[src/rtl/msix_pkg.sv]
package msix_pkg;
  localparam int WIN_AW   = 12;
  localparam int MAX_VEC  = 32;
  localparam int REQ_IW   = 5;
  localparam logic [WIN_AW-1:0] PEND_OFS = 12'h800;

  typedef enum logic [1:0] {
    SZ_BYTE = 2'd0,
    SZ_HALF = 2'd1,
    SZ_WORD = 2'd2,
    SZ_RSVD = 2'd3
  } acc_size_e;

  typedef enum logic [1:0] {
    W_ADDR_LO = 2'd0,
    W_ADDR_HI = 2'd1,
    W_DATA    = 2'd2,
    W_CTRL    = 2'd3
  } ent_word_e;

  function automatic int idx_w(input int n);
    return (n > 1) ? $clog2(n) : 1;
  endfunction
endpackage

[src/rtl/msix_vec_table.sv]
module msix_vec_table
  import msix_pkg::*;
#(
  parameter int NUM_VEC = 8,
  localparam int VW = idx_w(NUM_VEC)
) (
  input  logic                 clk,
  input  logic                 rst,
  input  logic                 wr_en,
  input  logic                 rd_en,
  input  logic [WIN_AW-1:0]    acc_addr,
  input  logic [1:0]           acc_size,
  input  logic [31:0]          wr_data,
  input  logic [NUM_VEC-1:0]   pend,
  input  logic [VW-1:0]        sel_vec,
  output logic [31:0]          rd_data,
  output logic                 rd_valid,
  output logic [NUM_VEC-1:0]   mask,
  output logic [63:0]          sel_addr,
  output logic [31:0]          sel_data
);
  logic [31:0] lo_q   [NUM_VEC];
  logic [31:0] hi_q   [NUM_VEC];
  logic [31:0] dat_q  [NUM_VEC];
  logic [31:0] ctl_q  [NUM_VEC];

  logic            dword_ok;
  logic            tbl_hit;
  logic            pend_hit;
  logic [VW-1:0]   ent;
  ent_word_e       wsel;
  logic [31:0]     rd_mux;

  assign dword_ok = (acc_size == SZ_WORD) && (acc_addr[1:0] == 2'b00);
  assign tbl_hit  = !acc_addr[11] && (int'(acc_addr[10:4]) < NUM_VEC);
  assign pend_hit = (acc_addr[11:2] == PEND_OFS[11:2]);
  assign ent      = acc_addr[4 +: VW];
  assign wsel     = ent_word_e'(acc_addr[3:2]);

  always_ff @(posedge clk) begin
    if (rst) begin
      for (int i = 0; i < NUM_VEC; i++) begin
        lo_q[i]  <= '0;
        hi_q[i]  <= '0;
        dat_q[i] <= '0;
        ctl_q[i] <= '0;
      end
    end else if (wr_en && dword_ok && tbl_hit) begin
      unique case (wsel)
        W_ADDR_LO: lo_q[ent]  <= wr_data;
        W_ADDR_HI: hi_q[ent]  <= wr_data;
        W_DATA:    dat_q[ent] <= wr_data;
        W_CTRL:    ctl_q[ent] <= wr_data;
      endcase
    end
  end

  always_comb begin
    rd_mux = '0;
    if (dword_ok) begin
      if (tbl_hit) begin
        unique case (wsel)
          W_ADDR_LO: rd_mux = lo_q[ent];
          W_ADDR_HI: rd_mux = hi_q[ent];
          W_DATA:    rd_mux = dat_q[ent];
          W_CTRL:    rd_mux = ctl_q[ent];
        endcase
      end else if (pend_hit) begin
        for (int i = 0; i < NUM_VEC; i++) rd_mux[i] = pend[i];
      end
    end
  end

  always_ff @(posedge clk) begin
    if (rst) begin
      rd_data  <= '0;
      rd_valid <= 1'b0;
    end else begin
      rd_valid <= rd_en;
      if (rd_en) rd_data <= rd_mux;
    end
  end

  for (genvar g = 0; g < NUM_VEC; g++) begin : g_mask
    assign mask[g] = ctl_q[g][0];
  end

  assign sel_addr = {hi_q[sel_vec], lo_q[sel_vec]};
  assign sel_data = dat_q[sel_vec];

  AST_SUBWORD_READ_ZERO: assert property (@(posedge clk) disable iff (rst)
    (rd_en && acc_size != SZ_WORD) |=> (rd_valid && rd_data == 32'h0));
endmodule

[src/rtl/msix_pend_arb.sv]
module msix_pend_arb
  import msix_pkg::*;
#(
  parameter int NUM_VEC = 8,
  localparam int VW = idx_w(NUM_VEC)
) (
  input  logic                 clk,
  input  logic                 rst,
  input  logic                 req,
  input  logic [REQ_IW-1:0]    req_vec,
  input  logic [NUM_VEC-1:0]   used,
  input  logic [NUM_VEC-1:0]   mask,
  input  logic                 take,
  output logic [NUM_VEC-1:0]   pend_q,
  output logic                 gnt_vld,
  output logic [VW-1:0]        gnt_vec
);
  logic [NUM_VEC-1:0] set_v;
  logic [NUM_VEC-1:0] elig;
  logic [NUM_VEC-1:0] clr_v;

  for (genvar g = 0; g < NUM_VEC; g++) begin : g_set
    assign set_v[g] = req && (req_vec == REQ_IW'(g)) && used[g];
  end

  assign elig = pend_q & ~mask;

  always_comb begin
    gnt_vec = '0;
    for (int i = NUM_VEC - 1; i >= 0; i--) begin
      if (elig[i]) gnt_vec = VW'(i);
    end
  end

  assign gnt_vld = take && (elig != '0);

  always_comb begin
    clr_v = '0;
    if (gnt_vld) clr_v[gnt_vec] = 1'b1;
  end

  always_ff @(posedge clk) begin
    if (rst) pend_q <= '0;
    else     pend_q <= (pend_q & ~clr_v) | set_v;
  end

  AST_SINGLE_GRANT: assert property (@(posedge clk) disable iff (rst)
    $onehot0(clr_v));

  AST_MASKED_PENDS: assert property (@(posedge clk) disable iff (rst)
    (req && int'(req_vec) < NUM_VEC && used[req_vec[VW-1:0]] && mask[req_vec[VW-1:0]])
      |=> pend_q[$past(req_vec[VW-1:0])]);

  AST_DROPPED_NO_PEND: assert property (@(posedge clk) disable iff (rst)
    (req && (int'(req_vec) >= NUM_VEC || !used[req_vec[VW-1:0]]))
      |=> ((pend_q & ~$past(pend_q)) == '0));
endmodule

[src/rtl/msix_msg_out.sv]
module msix_msg_out (
  input  logic        clk,
  input  logic        rst,
  input  logic        load,
  input  logic [63:0] ld_addr,
  input  logic [31:0] ld_data,
  input  logic        ready,
  output logic        slot_free,
  output logic        valid,
  output logic [63:0] addr,
  output logic [31:0] data
);
  assign slot_free = !valid || ready;

  always_ff @(posedge clk) begin
    if (rst) begin
      valid <= 1'b0;
      addr  <= '0;
      data  <= '0;
    end else if (load) begin
      valid <= 1'b1;
      addr  <= ld_addr;
      data  <= ld_data;
    end else if (ready) begin
      valid <= 1'b0;
    end
  end

  AST_MSG_HOLD: assert property (@(posedge clk) disable iff (rst)
    (valid && !ready) |=> (valid && $stable(addr) && $stable(data)));
endmodule

[src/rtl/msix_vec_ctrl.sv]
module msix_vec_ctrl
  import msix_pkg::*;
#(
  parameter int NUM_VEC = 8
) (
  input  logic                clk,
  input  logic                rst,
  input  logic                wr_en,
  input  logic                rd_en,
  input  logic [11:0]         acc_addr,
  input  logic [1:0]          acc_size,
  input  logic [31:0]         wr_data,
  output logic [31:0]         rd_data,
  output logic                rd_valid,
  input  logic                irq_req,
  input  logic [4:0]          irq_vec,
  input  logic [NUM_VEC-1:0]  vec_used,
  input  logic                irq_global_en,
  output logic                msg_valid,
  input  logic                msg_ready,
  output logic [63:0]         msg_addr,
  output logic [31:0]         msg_data
);
  localparam int VW = idx_w(NUM_VEC);

  logic [NUM_VEC-1:0] pend;
  logic [NUM_VEC-1:0] mask;
  logic [VW-1:0]      gnt_vec;
  logic               gnt_vld;
  logic               slot_free;
  logic [63:0]        sel_addr;
  logic [31:0]        sel_data;

  msix_vec_table #(.NUM_VEC(NUM_VEC)) u_table (
    .clk      (clk),
    .rst      (rst),
    .wr_en    (wr_en),
    .rd_en    (rd_en),
    .acc_addr (acc_addr),
    .acc_size (acc_size),
    .wr_data  (wr_data),
    .pend     (pend),
    .sel_vec  (gnt_vec),
    .rd_data  (rd_data),
    .rd_valid (rd_valid),
    .mask     (mask),
    .sel_addr (sel_addr),
    .sel_data (sel_data)
  );

  msix_pend_arb #(.NUM_VEC(NUM_VEC)) u_arb (
    .clk     (clk),
    .rst     (rst),
    .req     (irq_req),
    .req_vec (irq_vec),
    .used    (vec_used),
    .mask    (mask),
    .take    (irq_global_en && slot_free),
    .pend_q  (pend),
    .gnt_vld (gnt_vld),
    .gnt_vec (gnt_vec)
  );

  msix_msg_out u_out (
    .clk       (clk),
    .rst       (rst),
    .load      (gnt_vld),
    .ld_addr   (sel_addr),
    .ld_data   (sel_data),
    .ready     (msg_ready),
    .slot_free (slot_free),
    .valid     (msg_valid),
    .addr      (msg_addr),
    .data      (msg_data)
  );

  AST_DISABLED_SILENT: assert property (@(posedge clk) disable iff (rst)
    (!irq_global_en && !msg_valid) |=> !msg_valid);
endmodule

[config.mk]
export PLATFORM = sky130hd
export DESIGN_NAME = msix_vec_ctrl
export DESIGN_NICKNAME = d
export VERILOG_FILES = /design/src/rtl/msix_pkg.sv /design/src/rtl/msix_vec_table.sv /design/src/rtl/msix_pend_arb.sv /design/src/rtl/msix_msg_out.sv /design/src/rtl/msix_vec_ctrl.sv
export SDC_FILE = /design/constraint.sdc
export NUM_CORES = 2
export LEC_CHECK = 0
export BUFFER_PORTS_ARGS = -buffer_cell sky130_fd_sc_hd__buf_2
export CAP_MARGIN = 20
export CELL_PAD_IN_SITES_DETAIL_PLACEMENT = 0
export CELL_PAD_IN_SITES_GLOBAL_PLACEMENT = 1
export CORE_ASPECT_RATIO = 0.5
export CORE_UTILIZATION = 57
export CTS_CLUSTER_DIAMETER = 150
export DETAILED_ROUTE_END_ITERATION = 8
export MAX_ROUTING_LAYER = met4
export PLACE_DENSITY = 0.94
export SLEW_MARGIN = 40
export SYNTH_ARGS = -nofsm -noshare
export SYNTH_HDL_FRONTEND = slang
export SYNTH_HIERARCHICAL = 1
export SYNTH_SLANG_ARGS = --single-unit
[constraint.sdc]
create_clock -name clk -period 7.7 [get_ports clk]
set_input_delay 0.77 -clock clk [delete_from_list [all_inputs] [get_ports clk]]
set_output_delay 0.77 -clock clk [all_outputs]
set_load 0.05 [all_outputs]
==> metrics.txt <==
top_reg_cell synth edfxtp_1; CTS max path bufs 3; synth cell count leaders and2_1 (1032), edfxtp_1 (1024), mux4_2 (279), mux2i_1 (210), clkbuf_1 (206); Initial Util 57.7%; die width 453 µm; # fillers around 7300; Site Rows 82; Reg clk slew, reported paths 70 ps; minimum clock period 3950 ps; largest net degree at the start of global routing approximately 130; Reg2Reg Depth 9; initial antenna violation count 23; RSZ-0062 raised after global routing no; CTS tree yes; vias 39200; synthesized instance count 4203; root buffer cell clkbuf_16; Worst Setup End Kind flop; clk_skew 19.4 ps; Place WS 3170 ps; Leak 21.7 nW; Routed Antenna Nets 0; clock power share about 38%; CTS buffer count 102; CP Class primary input to flop; number of global-route vias before repair 37500; # Max-Cap Violations 0; synth top area cells edfxtp_1 (53%), and2_1 (11%), mux4_2 (11%); CP endpoint u_table/hi_q[1][15]; number of hold buffers added after cts 0; Yosys top cell area share 53.0%; Seq/Total Area, Yosys 57.7%; YS warnings 6; post-synthesis to final-layout area growth 8.51%; IO Count just under 200; post-synth net total 4269; most common cell in the netlist and2_1; period utilisation layout 51.3%; crit path DAT 4300 ps; # clock sinks around 1200; CTS H-tree depth 3; Hold WC Path Type primary input to flop; clk_lat worst skew 730 ps; CTS resizes 0; RR Endpoint u_out/data[19]; Crit Reg-Reg Startpoint u_arb/pend_q[6]; kind of start point of the critical path primary input; Sw Ratio 24.5%; Mean Syn Cell Area 13.8 µm²; CP max FO 50; Starting DRT DRC Count approximately 7300; Core Region 101000 µm²; combinational share of power 9.0%; Worst slew margin 28.8%; number of synthesized register bits around 1200; layout cells sized above 1 23.3%; final WL 188000 µm; largest area contributor in the netlist edfxtp_1; GRT Overall Usage between 30% and 40%; Psw 3.36 mW; setup_tns 0 ps; fin nets 4233; die height 228 µm; Post-synth EDFFs 1024; synthesized cell area 58000 µm²; Final setup viols 0; wire per inst around 33 µm; final setup margin 3750 ps; HPWL Detailed 113000 µm; Final Hold Viols 0; Least-Margin Pin Slew 1060 ps; library cells used by synthesis 77; total die area 103000 µm²; total setup buffers inserted after CTS 0; VDD IR-drop max 0.194 mV; port bufs between 150 and 200; asr flop ratio synth 0%; Slew Limit Fails 0; Cell Pwr Density between 200 and 250 nW/µm²; status complete, no violations; first-pass GRT wire length between 200000 and 300000 µm; CP required 8050 ps; Sequential Power Share 53.1%; GR Overflow Total 0; Vias/cell 6.97; Fmax 0.253 GHz; post-route DRC violation count 0; P_int between 10 and 15 mW; Pre-antenna DRT Iters 6; Worst Setup SP acc_addr[4]; R2R setup slack 4050 ps; routability cong. approximately 0.98
[power groups by stage]
stage,Sequential (mW),Combinational (mW),Clock [mW]
final,7.28,1.23,5.20
after global routing,7.30,1.24,5.44
after CTS,7.27,1.17,5.19
after detailed placement,7.40,1.16,0
after global placement,7.38,1.14,0
after floorplan,7.35,0.711,0
[registers in the layout (all words and copies together) (netlist names)]
| signal | cells |
|---|---|
| u_out/addr | 64 |
| u_out/data | 32 |
| u_table/hi_q | 256 |
| u_table/ctl_q | 256 |
| u_table/rd_valid | 1 |
| u_arb/pend_q | 8 |
| u_table/dat_q | 256 |
| u_out/valid | 1 |
| u_table/rd_data | 32 |
| u_table/lo_q | 256 |
[logic make-up after synthesis]
kind of cell | Yosys count | share of synthesized area, %
DFF | 1162 | 57.7
and+or+nand+nor | 1462 | 14.8
AOI/OAI and AO/OA | 484 | 5.92
muxes | 665 | 17.9
buffers and inverters | 430 | 3.65
[worst max-delay path, cell delays in order]
cell,delay (ps)
buf_8,360
buf_4,560
nor2b_2,260
buf_4,430
nand2b_1,410
nor2_2,360
buf_4,430
or2_4,590
[how the worst min path moves through the flow]
stage	start	to	cells past startpoint
3_3_place_gp	u_table/rd_data[9]	u_table/rd_data[9]	1
4_1_cts	msg_ready	u_out/valid	3
5_1_grt	vec_used[1]	u_arb/pend_q[1]	3
2_1_floorplan	u_arb/pend_q[0]	u_arb/pend_q[0]	2
6_report	msg_ready	u_out/valid	3
3_5_place_dp	u_out/addr[1]	u_out/addr[1]	2
[layout make-up]
| class | instances | area, µm² | share of cell area (%) |
|---|---|---|---|
| Sequential cell | 1162 | 33500 | 53.2 |
| Multi-Input combinational cell | 2611 | 22600 | 35.9 |
| Clock buffer | 145 | 2890 | 4.59 |
| Timing Repair Buffer | 280 | 1780 | 2.82 |
| Tap cell | 1344 | 1680 | 2.67 |
| Clock inverter | 47 | 389 | 0.618 |
| Antenna cell | 21 | 52.6 | 0.0834 |
| Inverter | 10 | 45.0 | 0.0715 |
[layout by cell type, fill, tap and decap left out, types with 17 or more instances in the layout]
cell type | synthesis | routed
clkbuf_1 | 206 | 31
mux4_2 | 279 | 279
mux2i_1 | 210 | 208
buf_2 | 62 | 192
a221o_1 | 17 | 17
nor2_2 | 5 | 24
dfxtp_1 | 138 | 138
nand3_1 | 20 | 20
clkbuf_16 | 0 | 107
and2_1 | 1032 | 1030
clkinv_1 | 2 | 17
edfxtp_1 | 1024 | 1024
a21oi_1 | 86 | 84
a22oi_1 | 45 | 45
o21ai_0 | 74 | 73
a221oi_1 | 68 | 68
or2_4 | 0 | 31
nand2_1 | 88 | 88
nor2_1 | 181 | 159
o22ai_1 | 42 | 42
buf_4 | 60 | 73
clkinv_2 | 0 | 19
mux2_2 | 176 | 176
o221ai_1 | 39 | 39
diode_2 | 0 | 21
[metrics by stage]
stage / power, mW / instances / hold slack (ps) / cell area, µm² / util (%)
final: 13.7 / 5620 / 324 / 63000 / 62.6
after global routing: 14.0 / 5614 / 331 / 63000 / 62.6
after CTS: 13.6 / 5596 / 305 / 62800 / 62.5
after detailed placement: 8.56 / 5404 / 475 / 59600 / 59.2
after global placement: 8.52 / 5403 / 465 / 59400 / 59.1
after floorplan: 8.06 / 4203 / 469 / 58000 / -
[layer usage]
layer | vias to the layer above | track usage, % | part of all wire, %
li1 | 15600 | - | -
met1 | 19600 | 48.9 | 36
met2 | 3332 | 52.5 | 43
met3 | 592 | 14.3 | 17
met4 | 0 | 13.9 | 4.4
met5 | - | - | 0
Power figures use the tool's default switching activity.
